`src/rtl/rmsh_pkg.sv`:
```
package rmsh_pkg;
  parameter int unsigned RMSH_DW  = 32;
  parameter int unsigned RMSH_IDX = 5;

  typedef enum logic {
    ROT_LEFT  = 1'b0,
    ROT_RIGHT = 1'b1
  } rot_dir_e;
endpackage

```
`src/rtl/rmsh_rotator.sv`:
```
module rmsh_rotator #(
  parameter int unsigned DATA_W = rmsh_pkg::RMSH_DW,
  localparam int unsigned AMT_W = $clog2(DATA_W)
) (
  input  logic [DATA_W-1:0] src,
  input  logic [AMT_W-1:0]  amt,
  input  rmsh_pkg::rot_dir_e dir,
  output logic [DATA_W-1:0] rotated
);
  function automatic logic [DATA_W-1:0] rot_r(input logic [DATA_W-1:0] v,
                                              input logic [AMT_W-1:0] a);
    logic [2*DATA_W-1:0] t;
    t = {v, v} >> a;
    return t[DATA_W-1:0];
  endfunction

  function automatic logic [DATA_W-1:0] rot_l(input logic [DATA_W-1:0] v,
                                              input logic [AMT_W-1:0] a);
    logic [2*DATA_W-1:0] t;
    t = {v, v} << a;
    return t[2*DATA_W-1:DATA_W];
  endfunction

  always_comb begin
    if (dir == rmsh_pkg::ROT_RIGHT) rotated = rot_r(src, amt);
    else                            rotated = rot_l(src, amt);
  end
endmodule

```
`src/rtl/rmsh_mask_gen.sv`:
```
module rmsh_mask_gen #(
  parameter int unsigned DATA_W = rmsh_pkg::RMSH_DW,
  localparam int unsigned AMT_W = $clog2(DATA_W),
  localparam int unsigned CNT_W = AMT_W + 1
) (
  input  logic [AMT_W-1:0]  amt,
  input  logic [AMT_W-1:0]  end_fld,
  input  rmsh_pkg::rot_dir_e dir,
  input  logic              inv_end,
  output logic [DATA_W-1:0] end_mask,
  output logic [DATA_W-1:0] shift_mask,
  output logic [DATA_W-1:0] comp_mask
);
  localparam logic [CNT_W-1:0] FULL_CNT = CNT_W'(DATA_W);

  function automatic logic [DATA_W-1:0] low_ones(input logic [CNT_W-1:0] n);
    logic [DATA_W:0] t;
    t = ({{DATA_W{1'b0}}, 1'b1} << n) - 1'b1;
    return t[DATA_W-1:0];
  endfunction

  logic [CNT_W-1:0] end_cnt;
  logic [CNT_W-1:0] shift_cnt;
  logic [DATA_W-1:0] end_raw;

  always_comb begin
    end_cnt   = (end_fld == '0) ? FULL_CNT : {1'b0, end_fld};
    shift_cnt = (dir == rmsh_pkg::ROT_RIGHT) ? (FULL_CNT - {1'b0, amt})
                                             : {1'b0, amt};
    end_raw    = low_ones(end_cnt);
    end_mask   = inv_end ? ~end_raw : end_raw;
    shift_mask = low_ones(shift_cnt);
    comp_mask  = end_mask & shift_mask;
  end
endmodule

```
`src/rtl/rmsh_merge.sv`:
```
module rmsh_merge #(
  parameter int unsigned DATA_W = rmsh_pkg::RMSH_DW
) (
  input  logic [DATA_W-1:0] rotated,
  input  logic [DATA_W-1:0] old_val,
  input  logic [DATA_W-1:0] sel_mask,
  output logic [DATA_W-1:0] merged
);
  function automatic logic [DATA_W-1:0] blend(input logic [DATA_W-1:0] a,
                                              input logic [DATA_W-1:0] b,
                                              input logic [DATA_W-1:0] m);
    return (a & m) | (b & ~m);
  endfunction

  assign merged = blend(rotated, old_val, sel_mask);
endmodule

```
`src/rtl/rmsh_unit.sv`:
```
module rmsh_unit #(
  parameter int unsigned DATA_W = rmsh_pkg::RMSH_DW,
  parameter int unsigned IDX_W  = rmsh_pkg::RMSH_IDX,
  localparam int unsigned AMT_W = $clog2(DATA_W)
) (
  input  logic              clk,
  input  logic              rst_n,
  input  logic              in_valid,
  input  logic [DATA_W-1:0] src_word,
  input  logic [DATA_W-1:0] dst_old,
  input  logic [AMT_W-1:0]  rot_amt,
  input  logic [AMT_W-1:0]  end_fld,
  input  logic              dir_right,
  input  logic              inv_end,
  input  logic [IDX_W-1:0]  dst_idx,
  output logic [DATA_W-1:0] res_word,
  output logic              res_we
);
  rmsh_pkg::rot_dir_e dir;
  logic [DATA_W-1:0]  rotated;
  logic [DATA_W-1:0]  end_mask;
  logic [DATA_W-1:0]  shift_mask;
  logic [DATA_W-1:0]  comp_mask;
  logic [DATA_W-1:0]  merged;
  logic               dst_live;

  assign dir      = dir_right ? rmsh_pkg::ROT_RIGHT : rmsh_pkg::ROT_LEFT;
  assign dst_live = (dst_idx != '0);

  rmsh_rotator #(.DATA_W(DATA_W)) u_rot (
    .src     (src_word),
    .amt     (rot_amt),
    .dir     (dir),
    .rotated (rotated)
  );

  rmsh_mask_gen #(.DATA_W(DATA_W)) u_mask (
    .amt        (rot_amt),
    .end_fld    (end_fld),
    .dir        (dir),
    .inv_end    (inv_end),
    .end_mask   (end_mask),
    .shift_mask (shift_mask),
    .comp_mask  (comp_mask)
  );

  rmsh_merge #(.DATA_W(DATA_W)) u_merge (
    .rotated  (rotated),
    .old_val  (dst_old),
    .sel_mask (comp_mask),
    .merged   (merged)
  );

  always_ff @(posedge clk or negedge rst_n) begin
    if (!rst_n) begin
      res_word <= '0;
      res_we   <= 1'b0;
    end else begin
      res_we <= in_valid & dst_live;
      if (in_valid) res_word <= merged;
    end
  end
endmodule

```
`config.mk`:
```
export PLATFORM = sky130hd
export DESIGN_NAME = rmsh_unit
export DESIGN_NICKNAME = d
export VERILOG_FILES = /design/src/rtl/rmsh_pkg.sv /design/src/rtl/rmsh_rotator.sv /design/src/rtl/rmsh_mask_gen.sv /design/src/rtl/rmsh_merge.sv /design/src/rtl/rmsh_unit.sv
export SDC_FILE = /design/constraint.sdc
export NUM_CORES = 1
export LEC_CHECK = 0
export BUFFER_PORTS_ARGS = -buffer_cell sky130_fd_sc_hd__buf_2
export CORE_MARGIN = 3
export CORE_UTILIZATION = 42
export CTS_BUF_LIST = sky130_fd_sc_hd__clkbuf_16
export DETAILED_ROUTE_END_ITERATION = 10
export GPL_ROUTABILITY_DRIVEN = 1
export PLACE_DENSITY = 0.64
export SYNTH_ARGS = -nofsm -noshare
export SYNTH_HDL_FRONTEND = slang
export SYNTH_SLANG_ARGS = --single-unit
export TNS_END_PERCENT = 10
```
`constraint.sdc`:
```
create_clock -name clk -period 1.7 [get_ports clk]
set_clock_uncertainty 0.05 [all_clocks]
set_input_delay 0.255 -clock clk [delete_from_list [all_inputs] [get_ports clk]]
set_output_delay 0.255 -clock clk [all_outputs]
set_load 0.01 [all_outputs]
```
### Word-level counts from Yosys, hierarchy flattened

Cells that the tools add are included.

| storage, ports and cells | value |
|---|---|
| flip-flop bits (word level) | 33 |
| input bits | 84 |
| logic and storage cells | 23 |

| cells by class | value |
|---|---|
| add/sub/neg operators | 3 |
| shift operators | 4 |
| muxes and demuxes | 5 |
| bitwise operators | 7 |
| reductions and logical operators | 2 |

Operators by type and width:

| cell | number |
|---|---|
| bitwise AND 32 bit | 3 |
| two-way mux 32 bit | 2 |
| inverter 32 bit | 2 |
| left shift 1 x 6 -> 32 bit, first input constant | 2 |
| left shift 64 x 5 -> 64 bit | 1 |
| >> shifter 64 x 5 -> 32 bit | 1 |
| subtractor 32 x 1 -> 32 bit, second input constant | 2 |
| OR 32 bit | 1 |
| two-way mux 6 bit | 2 |
| subtractor 6 x 5 -> 6 bit, first input constant | 1 |
| zero test 5 bit | 1 |
| nonzero test 5 bit | 1 |
| bitwise AND 1 bit | 1 |
| two-way mux 1 bit | 1 |

### Logic depth before layout (Yosys ltp)

Gate-level depths: netlist (run 1).

| depth | value |
|---|---|
| depth in word-level cells | 10 |
| depth in mapped cells | 17 |

### Hierarchy

From an unflattened synthesis (run 1), not the netlist that was laid out.

| unflattened totals | value |
|---|---|
| cells, all modules | 977 |
| area total of the unflattened synthesis | 8054.0 um^2 |

Modules (own cells, without submodules):

| module | times used | cells an instance | area an instance (um^2) | sequential area each (um^2) |
|---|---|---|---|---|
| rmsh_rotator | 1 | 449 | 3629.7 | 0.0 |
| rmsh_mask_gen | 1 | 425 | 2715.1 | 0.0 |
| rmsh_unit | 1 | 71 | 1228.7 | 825.8 |
| rmsh_merge | 1 | 32 | 480.5 | 0.0 |

### Least setup slack after synthesis (run 1)

Ideal clock, no wire load.

| path | value |
|---|---|
| path type | input -> register |
| start point | input rot_amt[1] |
| end point | register res_word[6] |
| arrival | 4072 ps |
| data required time | 1525 ps |
| slack | -2547 ps |
| cell stages on the path | 16 |
| path buffers | 4 |
| cell sequence | buf_6 > clkbuf_1 > clkbuf_1 > buf_2 > inv_1 > ha_1 > nand2b_1 > o22a_1 > a211oi_4 > nand2_1 > ha_1 > a21boi_2 > a311o_1 > a21oi_1 > mux2_2 > mux2_2 |

| between the ends | value |
|---|---|
| cells in the longest elaborated chain, start to end | 8 |
| elaborated cells on any way between the ends | 12 |
| classes of those cells | 2 x add/sub; 3 x shift; 2 x mux; 5 x bitwise |

RTL lines:

| what | line | text |
|---|---|---|
| from (decl) | rmsh_unit.sv:11 | `input logic [AMT_W-1:0] rot_amt,` |
| subtractor 6 x 5 -> 6 bit | rmsh_mask_gen.sv:28 | `shift_cnt = (dir == rmsh_pkg::ROT_RIGHT) ? (FULL_CNT - {1'b0, amt})` |
| two-way mux 6 bit | rmsh_mask_gen.sv:28 |  |
| left shift 1 x 6 -> 32 bit | rmsh_mask_gen.sv:18 | `t = ({{DATA_W{1'b0}}, 1'b1} << n) - 1'b1;` |
| subtractor 32 x 1 -> 32 bit | rmsh_mask_gen.sv:18 |  |
| bitwise AND 32 bit | rmsh_mask_gen.sv:33 | `comp_mask = end_mask & shift_mask;` |
| inverter 32 bit | rmsh_merge.sv:12 | `return (a & m) \| (b & ~m);` |
| bitwise AND 32 bit | rmsh_merge.sv:12 |  |
| OR 32 bit * | rmsh_merge.sv:12 |  |
| to (signal assigned) | rmsh_unit.sv:60 | `if (in_valid) res_word <= merged;` |
| to (decl) | rmsh_unit.sv:16 | `output logic [DATA_W-1:0] res_word,` |

Mark *: on every way between the ends. The rest lies on a longest branch, timed or not.
A chain may end at the register's enable or synchronous reset.

### Final worst setup path (run 1)

| path | value |
|---|---|
| start point | input rot_amt[0] |
| end point | register res_word[24] |

The elaborated chain is that of the path after synthesis.

==> results of run 1 <==
==> worst reg2reg max path: cells and delay by family (launching register included) <==
| kind | cells | cell delay (ns) |
|---|---|---|
| AO/OA/AOI/OAI | 1 | 0.12 |
| flip-flops | 1 | 0.39 |
| AND/OR/NAND/NOR | 1 | 0.36 |
==> worst min-delay path by stage <==
stage	start	slack [ns]	cells past startpoint	to
after floorplan	rst_n	-0.09	0	res_we
after global placement	rst_n	0.27	2	res_word[14]
after detailed placement	rst_n	0.27	2	res_word[23]
after CTS	dst_idx[4]	0.17	3	res_we
after global routing	dst_idx[4]	0.19	3	res_we
final	dst_idx[4]	0.17	3	res_we
==> metal layers <==
layer | global-route usage [%] | share of wire [%]
met1 | 39.9 | 38
met2 | 55.6 | 50
met3 | 5.43 | 6.8
met4 | 13.8 | 4.9
met5 | 0 | 0
==> registers in the layout, summed over array words and instances (netlist names) <==
signal,count
res_word,32
res_we,1
==> per-stage QoR <==
stage	hold slack (ns)	util [%]	total power, mW	instance area [um2]
5_1_grt	0.194	65.1	7.02	11500
3_3_place_gp	0.272	58.8	4.92	10300
2_1_floorplan	-0.0906	-	3.18	7770
4_1_cts	0.171	63.7	6.50	11200
6_report	0.167	65.1	6.69	11500
3_5_place_dp	0.273	58.8	4.94	10300
==> layout make-up <==
| class | instances | share of cell area, % |
|---|---|---|
| multi-input combinational | 727 | 61.1 |
| timing repair buffer | 400 | 27.0 |
| sequential | 33 | 7.21 |
| tap | 225 | 2.46 |
| clock buffer | 5 | 1.09 |
| clock inverter | 3 | 0.601 |
| inverter | 13 | 0.513 |
==> power by group <==
part | internal, mW | switching, mW | leakage [nW]
logic | 2.21 | 2.19 | 4.33
registers | 0.943 | 0.100 | 0.396
clock network | 0.846 | 0.398 | 0.0944
==> kinds of logic (layout without fill, tap and decap cells) <==
family          Yosys count  count (layout)  synth area share [%]
fa+ha+maj                 5               5                 0.816
mux                     173             173                  37.5
compound gates          251             251                  23.7
other cells               1               1                0.0489
xor+xnor                 41              41                  4.78
buf+inv                  91             421                  5.43
simple gates            256             256                  16.9
flops                    33              33                  10.8
==> timing repair <==
item | in CTS | in global routing
hold buffers | 1 | 0
setup buffers | 15 | 2
hold endpoints to repair | 33 | 0
pin swaps | 38 | 22
endpoints found under the setup margin | 32 | 32
cloned | 3 | 0
gates resized for setup | 116 | 55
==> cells in the final DEF (no fill, tap or decap), types with 12 or more instances in the layout <==
master / n
sky130_fd_sc_hd__buf_6: 17
sky130_fd_sc_hd__buf_4: 247
sky130_fd_sc_hd__xnor2_1: 20
sky130_fd_sc_hd__o22ai_1: 15
sky130_fd_sc_hd__buf_12: 17
sky130_fd_sc_hd__mux2_2: 34
sky130_fd_sc_hd__mux2i_1: 30
sky130_fd_sc_hd__nand2_1: 78
sky130_fd_sc_hd__a21oi_1: 45
sky130_fd_sc_hd__nor2_1: 62
sky130_fd_sc_hd__mux4_2: 87
sky130_fd_sc_hd__xor2_1: 16
sky130_fd_sc_hd__a31oi_1: 18
sky130_fd_sc_hd__o211ai_1: 14
sky130_fd_sc_hd__o21ai_0: 20
sky130_fd_sc_hd__buf_2: 112
sky130_fd_sc_hd__dfrtp_1: 33
sky130_fd_sc_hd__mux2_4: 12
==> results.txt, run 1 <==
----------------------------------------------------
[Worst setup path]
  Largest incremental delay on the critical path ... 0.56 ns
  Largest fanout of any net on the critical path ... 8
  Number of buffer and inverter instances along the worst setup path ... 4
  Ordered list of cells on the worst path ... buf_12 > buf_12 > buf_12 > buf_4 > mux4_2 > mux4_2 > mux4_2 > o2111ai_1 > or3b_1
  Worst setup path endpoint ... res_word[24]
  Signal arrival time at the worst endpoint ... 2.82 ns
  CP top delay family ... multiplexers
  Register-to-Register Path Depth ... 2
  Required time of the critical path ... 1.82 ns
  Type of the setup path with the least slack ... input port to flip-flop
  Crit. path cell count ... 9
  Reg2reg start ... res_word[24]
  Endpoint of the most critical register-to-register path ... res_word[24]
  Nature of the critical path startpoint ... input port
  Type of destination of the critical path ... flip-flop
  Critical Path Source ... rot_amt[0]
  Highest-delay cell along the critical path ... sky130_fd_sc_hd__mux4_2
  Reg-to-reg slack, setup ... 0.65 ns

[Final layout]
  FF/Latch Area ... 826 um2
  Final layout net count ... 1269
  Share of final-layout standard cells stronger than drive strength 1 ... 55.0%
  Layout-stage area growth over the synthesis result ... 49.5%
  Number of fillers in the final layout ... 1499
  Combined area of the multi-input logic cells ... 7010 um2
  Number of cells in the finished layout apart from fillers ... 1406
  Number of antenna repair diodes ... 0

[STA]
  Setup WS post-layout ... -1.00 ns
  Final Cycle Share ... 159%
  Setup repair after global routing missed its margin ... true
  Count of endpoints failing setup in the final report ... 32
  Fin. max-slew vios ... 0
  Maximum operating frequency ... 370 MHz
  Actual transition at the worst max-transition pin ... 0.517 ns
  Min Tclk post-route ... 2.70 ns
  Total Negative Setup Slacks ... -27.72 ns
  Relative max-transition margin ... 64.6%
  Number of hold violations in the final report ... 0

[Yosys]
  Fraction of the yosys area taken by sequential cells ... 10.8%
  Count of yosys warnings during synthesis ... 0
  Dominant cells by area after synthesis ... sky130_fd_sc_hd__mux4_2 (26%), sky130_fd_sc_hd__dfrtp_1 (11%), sky130_fd_sc_hd__mux2_2 (6.8%)
  Syn_nets ... 940
  Cell taking the most area after synthesis ... sky130_fd_sc_hd__mux4_2
  Post-Synthesis Cells ... 851
  Proportion of synthesized flip-flops having asynchronous set or reset ... 100%
  Fraction of synthesized cell area taken by the top area cell type ... 25.6%
  Cell area after synthesis ... 7670 um2
  Most common library cells after synthesis ... sky130_fd_sc_hd__mux4_2 (87), sky130_fd_sc_hd__nand2_1 (84), sky130_fd_sc_hd__nor2_1 (69)
  Distinct cell type count after synthesis ... 92
  Post-synth EDFFs ... 0
  Average size of a mapped cell ... 9.01 um2
  Synthesized flop and latch total ... 33
  Leading register cell type out of synthesis ... sky130_fd_sc_hd__dfrtp_1
  Most repeated cell in the gate-level netlist after synthesis ... sky130_fd_sc_hd__mux4_2

[Die]
  Die H ... 141 um
  Row Count ... 48
  Die W ... 141 um
  Die Outline Area ... 19900 um2
  Top-level I/O count ... 117
  Starting density of the core ... 43.6%
  Core region area ... 17600 um2

[CTS]
  Root cell of the clock tree ... sky130_fd_sc_hd__clkbuf_16
  Clock Tree Buf Depth ... 2
  TritonCTS Buffers ... 5
  Number of sinks on the clock net ... 33
  Worst-Skew Late Latency ... 0.29 ns
  Reg clk slew, reported paths ... 0.06 ns
  CTS HTree Levels ... 2
  TritonCTS clock tree ... yes

[Outcome]
  Failing checks ... negative setup slack
  Result of the run ... finished, violations left

[Global route]
  Overall global routing resource usage ... 32.3%
  Number of global-route vias before repair ... 8709
  Number of antenna violations at the first check in global routing ... 0
  Wire length of the first global-routing pass ... 50.2 mm
  Remaining global-route overflow ... 0
  Maximum number of pins on one net before global-route repair ... 65

[Detailed routing]
  Via count ... 8933
  Starting DRT DRC Count ... 767
  ANT nets after route ... 0
  Average wire length per cell after detail routing ... 23.2 um
  Drt total wl ... 32.6 mm
  Post-detailed-route DRC marker count ... 0
  Pre-antenna DRT Iters ... 5
  Detail-routed via count per cell ... 6.35

[Placement]
  Dpl ws ... -1.61 ns
  DPL Wire Length ... 25.9 mm
  Number of placed instances with taps included ... 1378
  Port bufs ... 116
  Final Wtd Congestion ... 1.03

[Power]
  Leakage component of the power ... 4.83 nW
  Maximum VDD drop ... 0.000433 V
  Pwr dens ... 584 nW/um2

[Flow run]
  Max-capacitance violation count ... 0

[Worst hold path]
  Class of the tightest hold or removal check ... input port to flip-flop

----------------------------------------------------
Power figures use the tool's default switching activity.
==> run 2: changes to the inputs <==
BUFFER_PORTS_ARGS = -buffer_cell sky130_fd_sc_hd__buf_4   (was -buffer_cell sky130_fd_sc_hd__buf_2)
==> results.txt, run 2 (synthesized netlist as in run 1, its figures left out) <==
----------------------------------------------------
[Detailed routing]
  Via count ... 8953
  Starting DRT DRC Count ... 792
  Pre-antenna DRT Iters ... 5
  ANT nets after route ... 0
  Post-detailed-route DRC marker count ... 0
  Average wire length per cell after detail routing ... 23.7 um
  Drt total wl ... 33.0 mm
  Detail-routed via count per cell ... 6.41

[Worst hold path]
  Beginning of the worst hold path ... dst_old[9]
  Class of the tightest hold or removal check ... input port to flip-flop
  Worst hold path cell count ... 3
  Hold EP ... res_word[9]

[Worst setup path]
  Reg-to-reg slack, setup ... 0.64 ns
  Reg2reg start ... res_word[24]
  Number of buffer and inverter instances along the worst setup path ... 3
  Ordered list of cells on the worst path ... buf_12 > clkinv_8 > ha_4 > nor3b_4 > o211ai_1 > buf_4 > a211oi_4 > nand2_2 > ha_4 > a21boi_4 > a311o_1 > a21oi_2 > mux2_4 > mux2_4
  Highest-delay cell along the critical path ... sky130_fd_sc_hd__a311o_1
  Type of the setup path with the least slack ... input port to flip-flop
  Type of destination of the critical path ... flip-flop
  Required time of the critical path ... 1.83 ns
  Largest incremental delay on the critical path ... 0.33 ns
  Register-to-Register Path Depth ... 2
  Nature of the critical path startpoint ... input port
  CP top delay family ... compound AO/OA/AOI/OAI gates
  Endpoint of the most critical register-to-register path ... res_word[24]
  Largest fanout of any net on the critical path ... 6
  Signal arrival time at the worst endpoint ... 2.84 ns

[Placement]
  Port bufs ... 116
  Number of placed instances with taps included ... 1369
  Placed cell area ... 10500 um2
  Dpl ws ... -1.60 ns
  Final Wtd Congestion ... 1.02
  DPL Wire Length ... 26.1 mm

[Final layout]
  Number of fillers in the final layout ... 1424
  Reg with most FFs ... res_word
  Share of final-layout standard cells stronger than drive strength 1 ... 54.9%
  Number of cells in the finished layout apart from fillers ... 1396
  Largest registers ranked by flip-flop count ... res_word (32), res_we (1)
  Max reg flops ... 32
  Number of antenna repair diodes ... 0
  Highest-count cells in the layout ignoring fill and taps ... sky130_fd_sc_hd__buf_4 (360), sky130_fd_sc_hd__mux4_2 (87), sky130_fd_sc_hd__nand2_1 (79)
  Final std cell area, no fill ... 11600 um2
  Most common cell after layout, fill and taps aside ... sky130_fd_sc_hd__buf_4
  Layout-stage area growth over the synthesis result ... 50.9%
  Fraction of the core area covered by cells at the end of the flow ... 65.8%
  Final layout net count ... 1259

[Outcome]
  Failing checks ... negative setup slack
  Result of the run ... finished, violations left

[Global route]
  Remaining global-route overflow ... 0
  Number of antenna violations at the first check in global routing ... 0
  Overall global routing resource usage ... 32.4%
  Wire length of the first global-routing pass ... 50.5 mm
  Number of global-route vias before repair ... 8682
  Maximum number of pins on one net before global-route repair ... 65

[Die]
  Row Count ... 48
  Die W ... 141 um
  Die H ... 141 um
  Starting density of the core ... 43.6%
  Die Outline Area ... 19900 um2
  Core region area ... 17600 um2
  Top-level I/O count ... 117

[STA]
  Fin. max-slew vios ... 0
  Relative max-transition margin ... 64.7%
  Total Negative Setup Slacks ... -28.31 ns
  Maximum operating frequency ... 369 MHz
  Count of endpoints failing setup in the final report ... 32
  Min Tclk post-route ... 2.71 ns
  Worst hold slack after final layout ... 0.167 ns
  Final Cycle Share ... 159%
  Setup repair after global routing missed its margin ... true
  Setup WS post-layout ... -1.01 ns
  Number of hold violations in the final report ... 0
  Actual transition at the worst max-transition pin ... 0.525 ns

[Power]
  Internal power consumption ... 3.94 mW
  Proportion of total power due to net switching ... 41.0%
  Switching power ... 2.74 mW
  Maximum VDD drop ... 0.000437 V
  Share of total power in combinational logic ... 67.8%
  Fraction of power consumed by sequential logic ... 15.9%
  Fraction of power consumed by the clock network ... 16.3%
  Leakage component of the power ... 4.85 nW
  Total power draw ... 6.69 mW
  Pwr dens ... 578 nW/um2

[Flow run]
  Max-capacitance violation count ... 0

[CTS]
  Root cell of the clock tree ... sky130_fd_sc_hd__clkbuf_16
  Worst-Skew Late Latency ... 0.29 ns
  Reg clk slew, reported paths ... 0.06 ns
  TritonCTS Buffers ... 5
  TritonCTS clock tree ... yes
  Number of sinks on the clock net ... 33
  CTS HTree Levels ... 2
  Clock Tree Buf Depth ... 2

----------------------------------------------------
run 2: what timing repair did:
item                       CTS  global route
hold buffers                 1             0
setup endpoints to repair   32            32
resized for setup          119            36
buffers inserted            15             1
pin swaps                   42            20
hold endpoints to repair    33             0
cloned                       3             0
run 2: final cells by class:
class                   count  area, um2  share of cell area (%)
inverters                  13       63.8                   0.551
clock buffers               5        125                    1.08
flip-flops and latches     33        826                    7.14
well taps                 225        282                    2.43
multi-input cells         727       7010                    60.6
repair buffers            390       3230                    27.9
clock inverters             3       37.5                   0.324
run 2: worst register-to-register path: stages, from the launching register on:
cell and delay [ns]:
sky130_fd_sc_hd__dfrtp_1 0.39, sky130_fd_sc_hd__o2bb2ai_1 0.12, sky130_fd_sc_hd__or3b_1 0.37
run 2: worst max-delay path by stage:
| stage | from | to | slack [ns] | cells past startpoint |
|---|---|---|---|---|
| after global routing | rot_amt[0] | res_word[6] | -1.14 | 14 |
| after floorplan | rot_amt[1] | res_word[6] | -1.75 | 17 |
| after global placement | rot_amt[0] | res_word[29] | -1.54 | 10 |
| after detailed placement | rot_amt[0] | res_word[29] | -1.60 | 10 |
| final | rot_amt[0] | res_word[6] | -1.01 | 14 |
| after CTS | rot_amt[0] | res_word[6] | -1.0 | 11 |
run 2: per-layer routing:
| metal | global-route usage, % | routed length (um) |
|---|---|---|
| met3 | 5.09 | 2270 |
| met4 | 15.1 | 1960 |
| met1 | 40.9 | 12800 |
| met5 | 0 | 0 |
| met2 | 54.6 | 16000 |
run 2: power groups by stage:
| stage | logic [mW] | registers, mW | clock network [mW] |
|---|---|---|---|
| after floorplan | 2.07 | 1.11 | 0 |
| after global placement | 4.01 | 1.07 | 0 |
| after detailed placement | 4.02 | 1.07 | 0 |
| after CTS | 4.38 | 1.06 | 1.10 |
| after global routing | 4.79 | 1.08 | 1.12 |
| final | 4.53 | 1.06 | 1.09 |
==> run 3: changes to the inputs <==
SETUP_SLACK_MARGIN = 0.02   (was not set)
==> results.txt, run 3 (synthesized netlist as in run 1, its figures left out) <==
----------------------------------------------------
[CTS]
  CTS HTree Levels ... 2
  Worst-Skew Late Latency ... 0.29 ns
  Reg clk slew, reported paths ... 0.06 ns
  Number of sinks on the clock net ... 33
  TritonCTS Buffers ... 5
  Clock Tree Buf Depth ... 2
  Root cell of the clock tree ... sky130_fd_sc_hd__clkbuf_16
  TritonCTS clock tree ... yes

[Detailed routing]
  Met1 Wirelength ... 12.8 mm
  WL met3 ... 2.23 mm
  Detailed-routed wire length on met2 ... 15.9 mm
  Pre-antenna DRT Iters ... 6
  Drt total wl ... 33.0 mm
  Highest signal layer in the routed design ... met4
  Post-detailed-route DRC marker count ... 0
  Detail-routed via count per cell ... 6.38
  Via count ... 8918
  ANT nets after route ... 0
  Starting DRT DRC Count ... 833
  Average wire length per cell after detail routing ... 23.6 um

[Final layout]
  Final layout net count ... 1261
  Highest-count cells in the layout ignoring fill and taps ... sky130_fd_sc_hd__buf_4 (363), sky130_fd_sc_hd__mux4_2 (87), sky130_fd_sc_hd__nand2_1 (82)
  Number of fillers in the final layout ... 1420
  Max reg flops ... 32
  Reg with most FFs ... res_word
  Layout-stage area growth over the synthesis result ... 51.3%
  Number of antenna repair diodes ... 0
  Most common cell after layout, fill and taps aside ... sky130_fd_sc_hd__buf_4
  Share of final-layout standard cells stronger than drive strength 1 ... 54.9%
  Largest registers ranked by flip-flop count ... res_word (32), res_we (1)

[Global route]
  Wire length of the first global-routing pass ... 50.5 mm
  Overall global routing resource usage ... 32.4%
  Maximum number of pins on one net before global-route repair ... 65
  Remaining global-route overflow ... 0
  Number of global-route vias before repair ... 8746
  Number of antenna violations at the first check in global routing ... 0

[Die]
  Core region area ... 17600 um2
  Starting density of the core ... 43.6%
  Die Outline Area ... 19900 um2
  Die W ... 141 um
  Die H ... 141 um
  Top-level I/O count ... 117
  Row Count ... 48

[STA]
  Final Cycle Share ... 161%
  Fin. max-slew vios ... 0
  Count of endpoints failing setup in the final report ... 32
  Min Tclk post-route ... 2.73 ns
  Relative max-transition margin ... 62.7%
  Maximum operating frequency ... 366 MHz
  Number of hold violations in the final report ... 0
  Setup repair after global routing missed its margin ... true
  Actual transition at the worst max-transition pin ... 0.553 ns
  Setup WS post-layout ... -1.03 ns

[Worst setup path]
  Type of destination of the critical path ... flip-flop
  Endpoint of the most critical register-to-register path ... res_word[24]
  Reg2reg start ... res_word[24]
  Nature of the critical path startpoint ... input port
  Required time of the critical path ... 1.82 ns
  Register-to-Register Path Depth ... 2
  Signal arrival time at the worst endpoint ... 2.85 ns
  Largest fanout of any net on the critical path ... 15
  Reg-to-reg slack, setup ... 0.63 ns
  Type of the setup path with the least slack ... input port to flip-flop

[Worst hold path]
  Worst hold path cell count ... 3
  Hold EP ... res_word[9]
  Class of the tightest hold or removal check ... input port to flip-flop
  Beginning of the worst hold path ... dst_old[9]

[Placement]
  Dpl ws ... -1.60 ns
  DPL Wire Length ... 26.1 mm
  Final Wtd Congestion ... 1.02
  Port bufs ... 116

[Power]
  Fraction of power consumed by the clock network ... 16.4%
  Pwr dens ... 579 nW/um2
  Switching power ... 2.76 mW
  Fraction of power consumed by sequential logic ... 15.8%
  Share of total power in combinational logic ... 67.8%
  Total power draw ... 6.72 mW
  Leakage component of the power ... 4.86 nW
  Maximum VDD drop ... 0.000447 V
  Internal power consumption ... 3.96 mW
  Proportion of total power due to net switching ... 41.1%

[Outcome]
  Failing checks ... negative setup slack
  Result of the run ... finished, violations left

[Flow run]
  Max-capacitance violation count ... 0

----------------------------------------------------
-- run 3: cell count changes in the layout (fill, tap and decap cells not counted), moves of 2 or more --
cell and delta:
sky130_fd_sc_hd__nand2_1 +3, sky130_fd_sc_hd__mux2i_2 +2, sky130_fd_sc_hd__buf_4 +3, sky130_fd_sc_hd__o21ai_0 +2, sky130_fd_sc_hd__mux2i_1 -2, sky130_fd_sc_hd__buf_6 -2
sky130_fd_sc_hd__nand2_2 -3
-- run 3: timing repair --
item                                    CTS  global route
resized for setup                       120            33
hold buffers                              1             0
endpoints found under the setup margin   32            32
pin swaps                                44            18
endpoints found under the hold margin    33             0
gates cloned                              3             0
buffers inserted                         15             2
-- run 3: worst max-delay path, cell delays in order --
cell	delay [ns]
sky130_fd_sc_hd__buf_12	0.10
sky130_fd_sc_hd__buf_12	0.15
sky130_fd_sc_hd__buf_16	0.17
sky130_fd_sc_hd__mux4_2	0.62
sky130_fd_sc_hd__mux4_2	0.52
sky130_fd_sc_hd__mux4_2	0.55
sky130_fd_sc_hd__o2111ai_2	0.11
sky130_fd_sc_hd__or3b_1	0.36
-- run 3: worst max-delay path by stage --
stage	start	endpoint	slack (ns)
2_1_floorplan	rot_amt[1]	res_word[6]	-1.75
3_3_place_gp	rot_amt[0]	res_word[29]	-1.54
3_5_place_dp	rot_amt[0]	res_word[29]	-1.60
4_1_cts	rot_amt[0]	res_word[6]	-1.0
5_1_grt	rot_amt[0]	res_word[6]	-1.14
6_report	rot_amt[0]	res_word[24]	-1.03
-- run 3: layout make-up --
type                    count  area [um2]  area share (%)
inverters                  13        63.8           0.550
well taps                 225         282            2.43
clock buffers               5         125            1.08
repair buffers            392        3250            28.0
clock inverters             3        37.5           0.324
multi-input cells         727        7010            60.5
flip-flops and latches     33         826            7.12
-- run 3: power groups by stage --
stage / clock [mW] / sequential (mW) / combinational (mW)
6_report: 1.10 / 1.06 / 4.55
5_1_grt: 1.12 / 1.08 / 4.81
4_1_cts: 1.10 / 1.06 / 4.38
3_5_place_dp: 0 / 1.07 / 4.02
3_3_place_gp: 0 / 1.07 / 4.01
2_1_floorplan: 0 / 1.11 / 2.07
-- run 3: routing by layer --
metal  global-route usage (%)  vias to the layer above
met5                        0                        -
met4                     15.6                        0
met3                     4.78                      111
met2                     54.6                      444
met1                     40.9                     4327
li1                         -                     4036
-- run 3: stage by stage --
step	TNS, ns	cell area, um2	util (%)	cells	hold WS (ns)
4_1_cts	-27.53	11400	64.8	1396	0.171
3_3_place_gp	-44.52	10500	59.9	1369	0.192
3_5_place_dp	-45.36	10500	59.9	1369	0.204
6_report	-28.12	11600	65.9	1398	0.161
5_1_grt	-31.84	11600	65.9	1398	0.184
2_1_floorplan	-44.13	7770	-	851	-0.0906
